$ cat config.mk
export PLATFORM = sky130hd
export DESIGN_NAME = ipu_presenter
export DESIGN_NICKNAME = d
export VERILOG_FILES = /design/src/rtl/ipu_pkg.sv /design/src/rtl/ipu_offer_judge.sv /design/src/rtl/ipu_ipi_judge.sv /design/src/rtl/ipu_read_port.sv /design/src/rtl/ipu_presenter.sv
export SDC_FILE = /design/constraint.sdc
export NUM_CORES = 1
export LEC_CHECK = 0
export BUFFER_PORTS_ARGS = -buffer_cell sky130_fd_sc_hd__clkbuf_2
export CORE_ASPECT_RATIO = 1.75
export CORE_MARGIN = 3
export CORE_UTILIZATION = 40
export CTS_BUF_LIST = sky130_fd_sc_hd__clkbuf_8
export DETAILED_ROUTE_END_ITERATION = 7
export GPL_TIMING_DRIVEN = 0
export PLACE_DENSITY = 0.77
export SLEW_MARGIN = 20
export SYNTH_ARGS = -nofsm -noshare
export SYNTH_HDL_FRONTEND = slang
export SYNTH_SLANG_ARGS = --single-unit
$ cat constraint.sdc
create_clock -name clk -period 3.8 [get_ports clk]
set_input_delay 0.57 -clock clk [delete_from_list [all_inputs] [get_ports clk]]
set_output_delay 0.57 -clock clk [all_outputs]
set_load 0.01 [all_outputs]
$ cat src/rtl/ipu_pkg.sv
// Package: shared widths and constants for the interrupt presentation unit.
// Assumes: status word layout is fixed at priority over source number.
package ipu_pkg;
    localparam int PRIO_W = 8;
    localparam int SRC_W  = 24;
    localparam int WORD_W = PRIO_W + SRC_W;

    typedef logic [PRIO_W-1:0] prio_t;
    typedef logic [SRC_W-1:0]  src_t;

    localparam prio_t PRIO_NONE = '1;
    localparam src_t  SRC_IDLE  = '0;
endpackage

$ cat src/rtl/ipu_offer_judge.sv
// Module: decides whether an incoming offer can be latched.
// Assumes: lower numeric priority is more favoured.
module ipu_offer_judge
    import ipu_pkg::*;
(
    input  prio_t cur_prio,
    input  prio_t pend_prio,
    input  logic  pend_busy,
    input  prio_t offer_prio,
    output logic  take
);
    // Offer wins only if it beats both the processor and any pending one.
    always_comb begin
        take = (offer_prio < cur_prio) && !(pend_busy && (pend_prio <= offer_prio));
    end
endmodule

$ cat src/rtl/ipu_ipi_judge.sv
// Module: decides whether the IPI must be injected in the present cycle.
// Assumes: caller supplies the priorities in force after the operation.
module ipu_ipi_judge
    import ipu_pkg::*;
(
    input  logic  armed,
    input  prio_t eff_cur,
    input  prio_t eff_ipi,
    input  logic  pend_busy,
    input  prio_t pend_prio,
    output logic  take
);
    // IPI enters when it beats the processor and the pending interrupt.
    always_comb begin
        take = armed && (eff_ipi < eff_cur) && !(pend_busy && (pend_prio <= eff_ipi));
    end
endmodule

$ cat src/rtl/ipu_read_port.sv
// Module: registers the word and IPI priority returned by accept or poll.
// Assumes: capture strobe is a single cycle.
module ipu_read_port
    import ipu_pkg::*;
(
    input  logic              clk,
    input  logic              rst_n,
    input  logic              capture,
    input  logic [WORD_W-1:0] word_in,
    input  prio_t             ipi_in,
    output logic              rd_valid,
    output logic [WORD_W-1:0] rd_word,
    output prio_t             rd_ipi
);
    // Hold the pre-operation snapshot for one cycle.
    always_ff @(posedge clk) begin
        if (!rst_n) begin
            rd_valid <= 1'b0;
            rd_word  <= '0;
            rd_ipi   <= PRIO_NONE;
        end else begin
            rd_valid <= capture;
            if (capture) begin
                rd_word <= word_in;
                rd_ipi  <= ipi_in;
            end
        end
    end
endmodule

$ cat src/rtl/ipu_presenter.sv
// Module: per-processor interrupt presentation unit. Holds one pending
// interrupt, arbitrates offers, injects the IPI and emits reject, resend
// and end-of-service pulses.
// Assumes: at most one strobe or offer per cycle; all results registered.
module ipu_presenter
    import ipu_pkg::*;
#(
    parameter int ORG_W   = 4,
    parameter int IPI_SRC = 2
) (
    input  logic              clk,
    input  logic              rst_n,
    input  logic              prio_we,
    input  logic [7:0]        prio_wdata,
    input  logic              ipi_we,
    input  logic [7:0]        ipi_wdata,
    input  logic              accept_req,
    input  logic              eoi_we,
    input  logic [31:0]       eoi_wdata,
    input  logic              poll_req,
    input  logic              offer_valid,
    input  logic [23:0]       offer_src,
    input  logic [7:0]        offer_prio,
    input  logic [ORG_W-1:0]  offer_org,
    output logic              irq_out,
    output logic [31:0]       status_word,
    output logic              rd_valid,
    output logic [31:0]       rd_word,
    output logic [7:0]        rd_ipi,
    output logic              reject_valid,
    output logic [23:0]       reject_src,
    output logic [ORG_W-1:0]  reject_org,
    output logic              resend_req,
    output logic              eoi_valid,
    output logic [23:0]       eoi_src
);
    localparam src_t IPI_NUM = src_t'(IPI_SRC);

    prio_t            cur_q, pend_q, ipi_q;
    src_t             src_q;
    logic [ORG_W-1:0] org_q;
    logic             org_v_q, irq_q;

    prio_t            cur_d, pend_d, ipi_d;
    src_t             src_d;
    logic [ORG_W-1:0] org_d;
    logic             org_v_d, irq_d;

    logic             rej_d, res_d, eoi_d;
    src_t             rej_src_d, eoi_src_d;
    logic [ORG_W-1:0] rej_org_d;

    logic             busy, offer_take, ipi_take, ipi_armed;
    prio_t            ipi_cur, ipi_new;
    prio_t            eoi_prio;

    assign busy     = (src_q != SRC_IDLE);
    assign eoi_prio = eoi_wdata[31:24];

    // Priorities in force for the IPI check of this cycle's operation.
    always_comb begin
        ipi_cur   = prio_we ? prio_wdata : (eoi_we ? eoi_prio : cur_q);
        ipi_new   = ipi_we ? ipi_wdata : ipi_q;
        ipi_armed = ipi_we
                 || (prio_we && (prio_wdata >= cur_q) && !busy)
                 || (eoi_we && !busy);
    end

    ipu_offer_judge u_offer (
        .cur_prio  (cur_q),
        .pend_prio (pend_q),
        .pend_busy (busy),
        .offer_prio(offer_prio),
        .take      (offer_take)
    );

    ipu_ipi_judge u_ipi (
        .armed     (ipi_armed),
        .eff_cur   (ipi_cur),
        .eff_ipi   (ipi_new),
        .pend_busy (busy),
        .pend_prio (pend_q),
        .take      (ipi_take)
    );

    ipu_read_port u_rd (
        .clk     (clk),
        .rst_n   (rst_n),
        .capture (accept_req || poll_req),
        .word_in ({cur_q, src_q}),
        .ipi_in  (ipi_q),
        .rd_valid(rd_valid),
        .rd_word (rd_word),
        .rd_ipi  (rd_ipi)
    );

    // Next-state and pulse computation for the single active operation.
    always_comb begin
        cur_d     = cur_q;
        pend_d    = pend_q;
        ipi_d     = ipi_q;
        src_d     = src_q;
        org_d     = org_q;
        org_v_d   = org_v_q;
        irq_d     = irq_q;
        rej_d     = 1'b0;
        rej_src_d = src_q;
        rej_org_d = org_q;
        res_d     = 1'b0;
        eoi_d     = 1'b0;
        eoi_src_d = '0;

        if (prio_we) begin
            cur_d = prio_wdata;
            if (prio_wdata < cur_q) begin
                if (busy && (prio_wdata <= pend_q)) begin
                    src_d   = SRC_IDLE;
                    pend_d  = PRIO_NONE;
                    irq_d   = 1'b0;
                    rej_d   = org_v_q;
                    org_v_d = 1'b0;
                end
            end else if (!busy) begin
                res_d = 1'b1;
            end
        end else if (ipi_we) begin
            ipi_d = ipi_wdata;
        end else if (accept_req) begin
            cur_d   = pend_q;
            src_d   = SRC_IDLE;
            pend_d  = PRIO_NONE;
            org_v_d = 1'b0;
            irq_d   = 1'b0;
        end else if (eoi_we) begin
            cur_d     = eoi_prio;
            eoi_d     = 1'b1;
            eoi_src_d = eoi_wdata[23:0];
            res_d     = !busy;
        end else if (offer_valid) begin
            if (!offer_take) begin
                rej_d     = 1'b1;
                rej_src_d = offer_src;
                rej_org_d = offer_org;
            end else begin
                rej_d   = busy && org_v_q;
                src_d   = offer_src;
                pend_d  = offer_prio;
                org_d   = offer_org;
                org_v_d = 1'b1;
                irq_d   = 1'b1;
            end
        end

        if (ipi_take) begin
            rej_d   = busy && org_v_q;
            src_d   = IPI_NUM;
            pend_d  = ipi_new;
            org_v_d = 1'b0;
            irq_d   = 1'b1;
        end
    end

    // State and pulse registers.
    always_ff @(posedge clk) begin
        if (!rst_n) begin
            cur_q        <= '0;
            pend_q       <= PRIO_NONE;
            ipi_q        <= PRIO_NONE;
            src_q        <= SRC_IDLE;
            org_q        <= '0;
            org_v_q      <= 1'b0;
            irq_q        <= 1'b0;
            reject_valid <= 1'b0;
            reject_src   <= '0;
            reject_org   <= '0;
            resend_req   <= 1'b0;
            eoi_valid    <= 1'b0;
            eoi_src      <= '0;
        end else begin
            cur_q        <= cur_d;
            pend_q       <= pend_d;
            ipi_q        <= ipi_d;
            src_q        <= src_d;
            org_q        <= org_d;
            org_v_q      <= org_v_d;
            irq_q        <= irq_d;
            reject_valid <= rej_d;
            reject_src   <= rej_d ? rej_src_d : '0;
            reject_org   <= rej_d ? rej_org_d : '0;
            resend_req   <= res_d;
            eoi_valid    <= eoi_d;
            eoi_src      <= eoi_src_d;
        end
    end

    assign irq_out     = irq_q;
    assign status_word = {cur_q, src_q};
endmodule

[Word level (Yosys, flattened, before mapping)]
Cells that the tools add are included.
Cells by class
  $lt $le $gt $ge: 7
  equal/unequal tests: 8
  mux-type cells: 61
  bitwise operators: 5
  reduce and logical (&&, ||, !) cells: 28
Operators with widths (number)
  $mux 24: 14
  $mux 8: 15
  $mux 1: 25
  $le 8x8->1: 3
  $lt 8x8->1: 3
  $mux 4: 6
  $reduce_bool 24->1: 1
  $reduce_and 6->1: 3
  $logic_and 1x1->1: 10
  $ge 8x8->1: 1
  $reduce_bool 4->1: 2
  $ne 3x1->1 const B: 2
  $reduce_bool 3->1: 2
  $not 1->1: 5
  $reduce_or 5->1: 1
  $ne 2x1->1 const B: 2
  $ne 4x3->1 const B: 1
  $reduce_or 4->1: 1
  $logic_not 1->1: 3
  $logic_or 1x1->1: 3
  $ne 3x2->1 const B: 1
  $ne 3x3->1 const B: 1
  $mux 2: 1
  $ne 2x2->1 const B: 1
  2 further kinds: 2
Word-level totals
  bits in registers: 150
  bits of input ports: 92
  output and inout port bits: 129
  word-level logic and storage cells: 126

[Logic depth before layout (Yosys ltp)]
  word-level depth: 12
  gate-level depth with buffers: 13
  depth with buffers taken out: 9

[Modules after synthesis]
Synthesis repeated with hierarchy kept, for this count alone.
Second synthesis, totals
  cell total of the unflattened synthesis: 695
  area, all modules: 6915.4 um2
Modules (own cells, without submodules)
  ipu_presenter: times used 1, cells an instance 456, area each 4570.6 um2, sequential area each 2182.1 um2
  ipu_read_port: times used 1, cells an instance 131, area each 1565.3 um2, sequential area each 820.8 um2
  ipu_offer_judge: times used 1, cells an instance 53, area each 390.4 um2, sequential area each 0.0 um2
  ipu_ipi_judge: times used 1, cells an instance 55, area each 389.1 um2, sequential area each 0.0 um2

[Worst setup path after synthesis]
OpenSTA, ideal clock, no wires.
  kind: input-to-reg
  start point: input ipi_we
  end point: register reject_org[3]
  library setup time: 0.114 ns
  arrival time: 2.967 ns
  data required time: 3.686 ns
  setup slack: 0.719 ns
  cell stages on the path: 13
  path buffers: 4
  cell sequence: buf_2 buf_1 mux2i_1 ha_1 a21oi_1 nand2_1 a21o_1 o221ai_1 a211oi_4 o221ai_2 buf_2 buf_6 nor2_1
Between the ends
  longest elaborated chain between the ends: 7
  elaborated cells between the ends (all ways): 15
  classes of those cells: order compare (2); mux (6); reduce/logical (7)
RTL lines
  from (decl): RTL line ipu_presenter.sv:15  | input logic ipi_we,
  $mux 8
  $le 8x8->1: RTL line ipu_ipi_judge.sv:15  | take = armed && (eff_ipi < eff_cur) && !(pend_busy && (pend_prio <= eff_ipi));
  $logic_and 1x1->1: RTL line ipu_ipi_judge.sv:15
  $logic_not 1->1: RTL line ipu_ipi_judge.sv:15
  $logic_and 1x1->1: RTL line ipu_ipi_judge.sv:15
  $mux 1: RTL line ipu_presenter.sv:154  | if (ipi_take) begin
  $reduce_and 2->1 (no line)
  to (signal assigned): RTL line ipu_presenter.sv:189  | reject_org <= rej_d ? rej_org_d : '0;
  to (decl): RTL line ipu_presenter.sv:32  | output logic [ORG_W-1:0] reject_org,
Parallel ways exist; a longest one is shown, timed or not.
A chain may end at the register's enable or synchronous reset.

[Final worst setup path]
  start point: input ipi_we
  end point: register reject_src[12]
Between the ends
  longest elaborated chain between the ends: 7
  elaborated cells between the ends (all ways): 15
  classes of those cells: order compare (2); mux (6); reduce/logical (7)
RTL lines
  $mux 8
  $le 8x8->1: RTL line ipu_ipi_judge.sv:15
  $logic_and 1x1->1: RTL line ipu_ipi_judge.sv:15
  $logic_not 1->1: RTL line ipu_ipi_judge.sv:15
  $logic_and 1x1->1: RTL line ipu_ipi_judge.sv:15
  $mux 1: RTL line ipu_presenter.sv:154
  $reduce_and 2->1 (no line)
  to (signal assigned): RTL line ipu_presenter.sv:188  | reject_src <= rej_d ? rej_src_d : '0;
  to (decl): RTL line ipu_presenter.sv:31  | output logic [23:0] reject_src,
Parallel ways exist; a longest one is shown, timed or not.

==> impl_metrics.yaml <==
grt:
  grt_pass1_vias: 6294
  grt_max_degree: 17
  track_usage: 0.225
  grt_overflow: 0
  use_met1: 0.221
  grt_pass1_wl_um: 32300
  grt_use_met2: 0.440
  antenna_found_initial: 0
  met3_usage: 0.0489
  top_usage_layer: "met2"
sta:
  fmax_mhz: 291
  min_period_ns: 3.43
  worst_pin_slew_ns: 0.946
  fin_setup_tns_ns: 0
  slew_headroom: 0.363
  skew_ns: 0.0174
  hold_viol_final: 0
  finalCritPeriodShare: 0.904
  setup-violations-final: 0
  rsz0062_at_grt: "false"
  drv_slew: 0
yosys:
  netlist_top_cells_count: "dfxtp_1, nand2_1, a21oi_1, nor2_1, mux2i_1"
  yosysTopAreaCellShare: 0.451
  ys_ff_latch: 150
  yosysTopAreaCell: "dfxtp_1"
  synth_area_per_cell_um2: 9.10
  synthCells: 732
  yosysSeqAreaShare: 0.451
  synth.most_common_cell: "dfxtp_1"
  syn_nets: 870
  synth_edf_count: 0
  syn_area_um2: 6660
  synth_ff_type: "dfxtp_1"
  async_flop_share: 0
  synth.area.top_cells: "dfxtp_1, ha_1, mux2i_1"
  ys_warn_count: 0
  yosys.cell_types.count: 50
cells_and_area:
  nets: 1108
  final_cell_area_um2: 8430
  syn_to_final_growth_pct: 26.6
  drive_gt1_frac: 0.287
  antennaDiodeCount: 0
  layout.cells.non_filler: 1203
  fillers: 1608
clocking:
  cts_tree: "yes"
  clk_transition_reported_paths_ns: 0.09
  clk_latency_ns: 0.45
  htreeDepth: 4
  cts-root-buf: "clkbuf_8"
  ctsResizeCount: 0
  hold_buffers: 0
  numCtsBuffers: 17
  clockBufferDepth: 2
  post_cts_buffers: 0
  clkSinkCount: 150
place:
  dp_cells: 1171
  gp_congestion: 0.922
  hpwlAfterDp_um: 16500
  port_buffers: 219
  place_area_um2: 8030
drt:
  vias_per_cell: 5.13
  ant_nets: 0
  first_pass_iters: 5
  vias: 6176
  avgRoutedWirePerCell_um: 17.2
  drcViolationCount: 0
  totalWireLength_um: 20700
  drtIter0Drc: 295
worst_hold_path:
  hold_class: "input pin to flip-flop"
  whs_path_depth: 2
critical_path:
  path_class: "input pin to flip-flop"
  crit_cells: 12
  crit_arrival_ns: 3.74
  cpLargestDelayFamily: "buffers and inverters"
  crit_slowest_cell: "buf_1"
  cp_max_fo: 10
  cp_num_buf_inv: 3
  crit_path_cell_trace: "buf_2 > buf_1 > mux2i_1 > ha_1 > a21oi_1 > nand2_1 > a21o_1 > o221ai_1 > a211oi_4 > o221ai_2 > clkbuf_1 > nor2_1"
  end_kind: "flip-flop"
  cp.required_ns: 4.11
  crit_path_max_incr_delay_ns: 0.53
  ff2ff_path_depth: 10
  start_kind: "input pin"
floorplanning:
  core_area_um2: 16100
  dieHeight_um: 177
  die_w_um: 104
  rows: 61
  start_util: 0.414
  design.die.area_um2: 18300
  ios: 221
outcome:
  status: "completed"
pwr:
  power_leakage_nw: 3.88
  power_density_nw_per_um2: 415
  irDropWorstVdd_uv: 272
  total_power_w: 0.00350
run:
  cap_violations: 0
[cell families after synthesis]
family          Yosys count  synth area share
compound gates          144             0.156
simple gates            265             0.181
buf+inv                  77            0.0496
mux                      50            0.0759
flops                   150             0.451
fa+ha+maj                46            0.0864
[layout make-up]
type | count | area [um^2] | area share
well taps | 220 | 275 | 0.0327
plain buffers | 41 | 195 | 0.0232
flip-flops and latches | 150 | 3000 | 0.356
inverters | 36 | 135 | 0.0160
clock buffers | 17 | 234 | 0.0278
clock inverters | 15 | 165 | 0.0196
repair buffers | 219 | 1100 | 0.130
multi-input cells | 505 | 3330 | 0.395
[flip-flops by register name (all words and copies together), names as in the netlist]
name / cells
irq_out: 1
org_q: 4
eoi_src: 24
reject_valid: 1
pend_q: 8
reject_org: 4
u_rd.rd_word: 32
reject_src: 24
src_q: 24
u_rd.rd_valid: 1
cur_q: 8
ipi_q: 8
u_rd.rd_ipi: 8
eoi_valid: 1
resend_req: 1
org_v_q: 1
[cell usage in the layout (no fill, tap or decap), types with 5 or more instances in the layout]
master / Yosys / layout
a21oi_1: 64 / 64
a221oi_2: 7 / 7
a22o_1: 23 / 23
and2_1: 24 / 24
and3_1: 9 / 9
buf_2: 6 / 6
buf_4: 5 / 5
clkbuf_1: 25 / 25
clkbuf_2: 0 / 219
clkbuf_8: 0 / 17
dfxtp_1: 150 / 150
ha_1: 46 / 46
inv_1: 35 / 36
inv_6: 0 / 5
mux2i_1: 49 / 49
nand2_1: 123 / 123
nand3_1: 18 / 18
nand4_1: 8 / 8
nor2_1: 57 / 57
nor4_1: 9 / 9
o21a_1: 7 / 7
o21ai_0: 8 / 8
o221ai_1: 9 / 9
[power by group]
part           internal [W]  leakage [nW]  switching [W]
combinational      0.000230          2.46       0.000364
sequential          0.00162          1.22      0.0000430
clock              0.000547         0.199       0.000697
total               0.00240          3.88        0.00110
[stage by stage]
stage	setup WS, ns	utilization	hold slack (ns)
2_1_floorplan	0.719	-	0.437
3_3_place_gp	0.00200	0.499	0.429
3_5_place_dp	-0.0382	0.499	0.445
4_1_cts	0.435	0.524	0.283
5_1_grt	0.229	0.524	0.297
6_report	0.366	0.524	0.315
[worst register-to-register path, stage by stage, from the launching register on]
cell      delay [ns]
dfxtp_1         0.45
inv_1           0.12
ha_1            0.28
and3_1          0.19
a221oi_1        0.40
nor2_1          0.09
o311ai_2        0.42
a211oi_4        0.14
o221ai_2        0.22
clkbuf_1        0.47
nor2_1          0.11
[worst paths after layout]
path	end	slack, ns	start
hold reg to reg	irq_out$_SDFFE_PN0P_	0.45	irq_out$_SDFFE_PN0P_
setup reg to reg	reject_src[12]$_SDFF_PN0_	0.76	cur_q[1]$_SDFFE_PN0N_
hold / removal	eoi_src[10]$_SDFF_PP0_	0.31	eoi_wdata[10]
setup / recovery	reject_src[12]$_SDFF_PN0_	0.37	ipi_we
[per-layer routing]
metal	part of all wire	vias up
li1	-	3016
met4	0.044	0
met3	0.052	64
met2	0.54	243
met5	0	-
met1	0.36	2853
(Power assumes the default switching activity.)
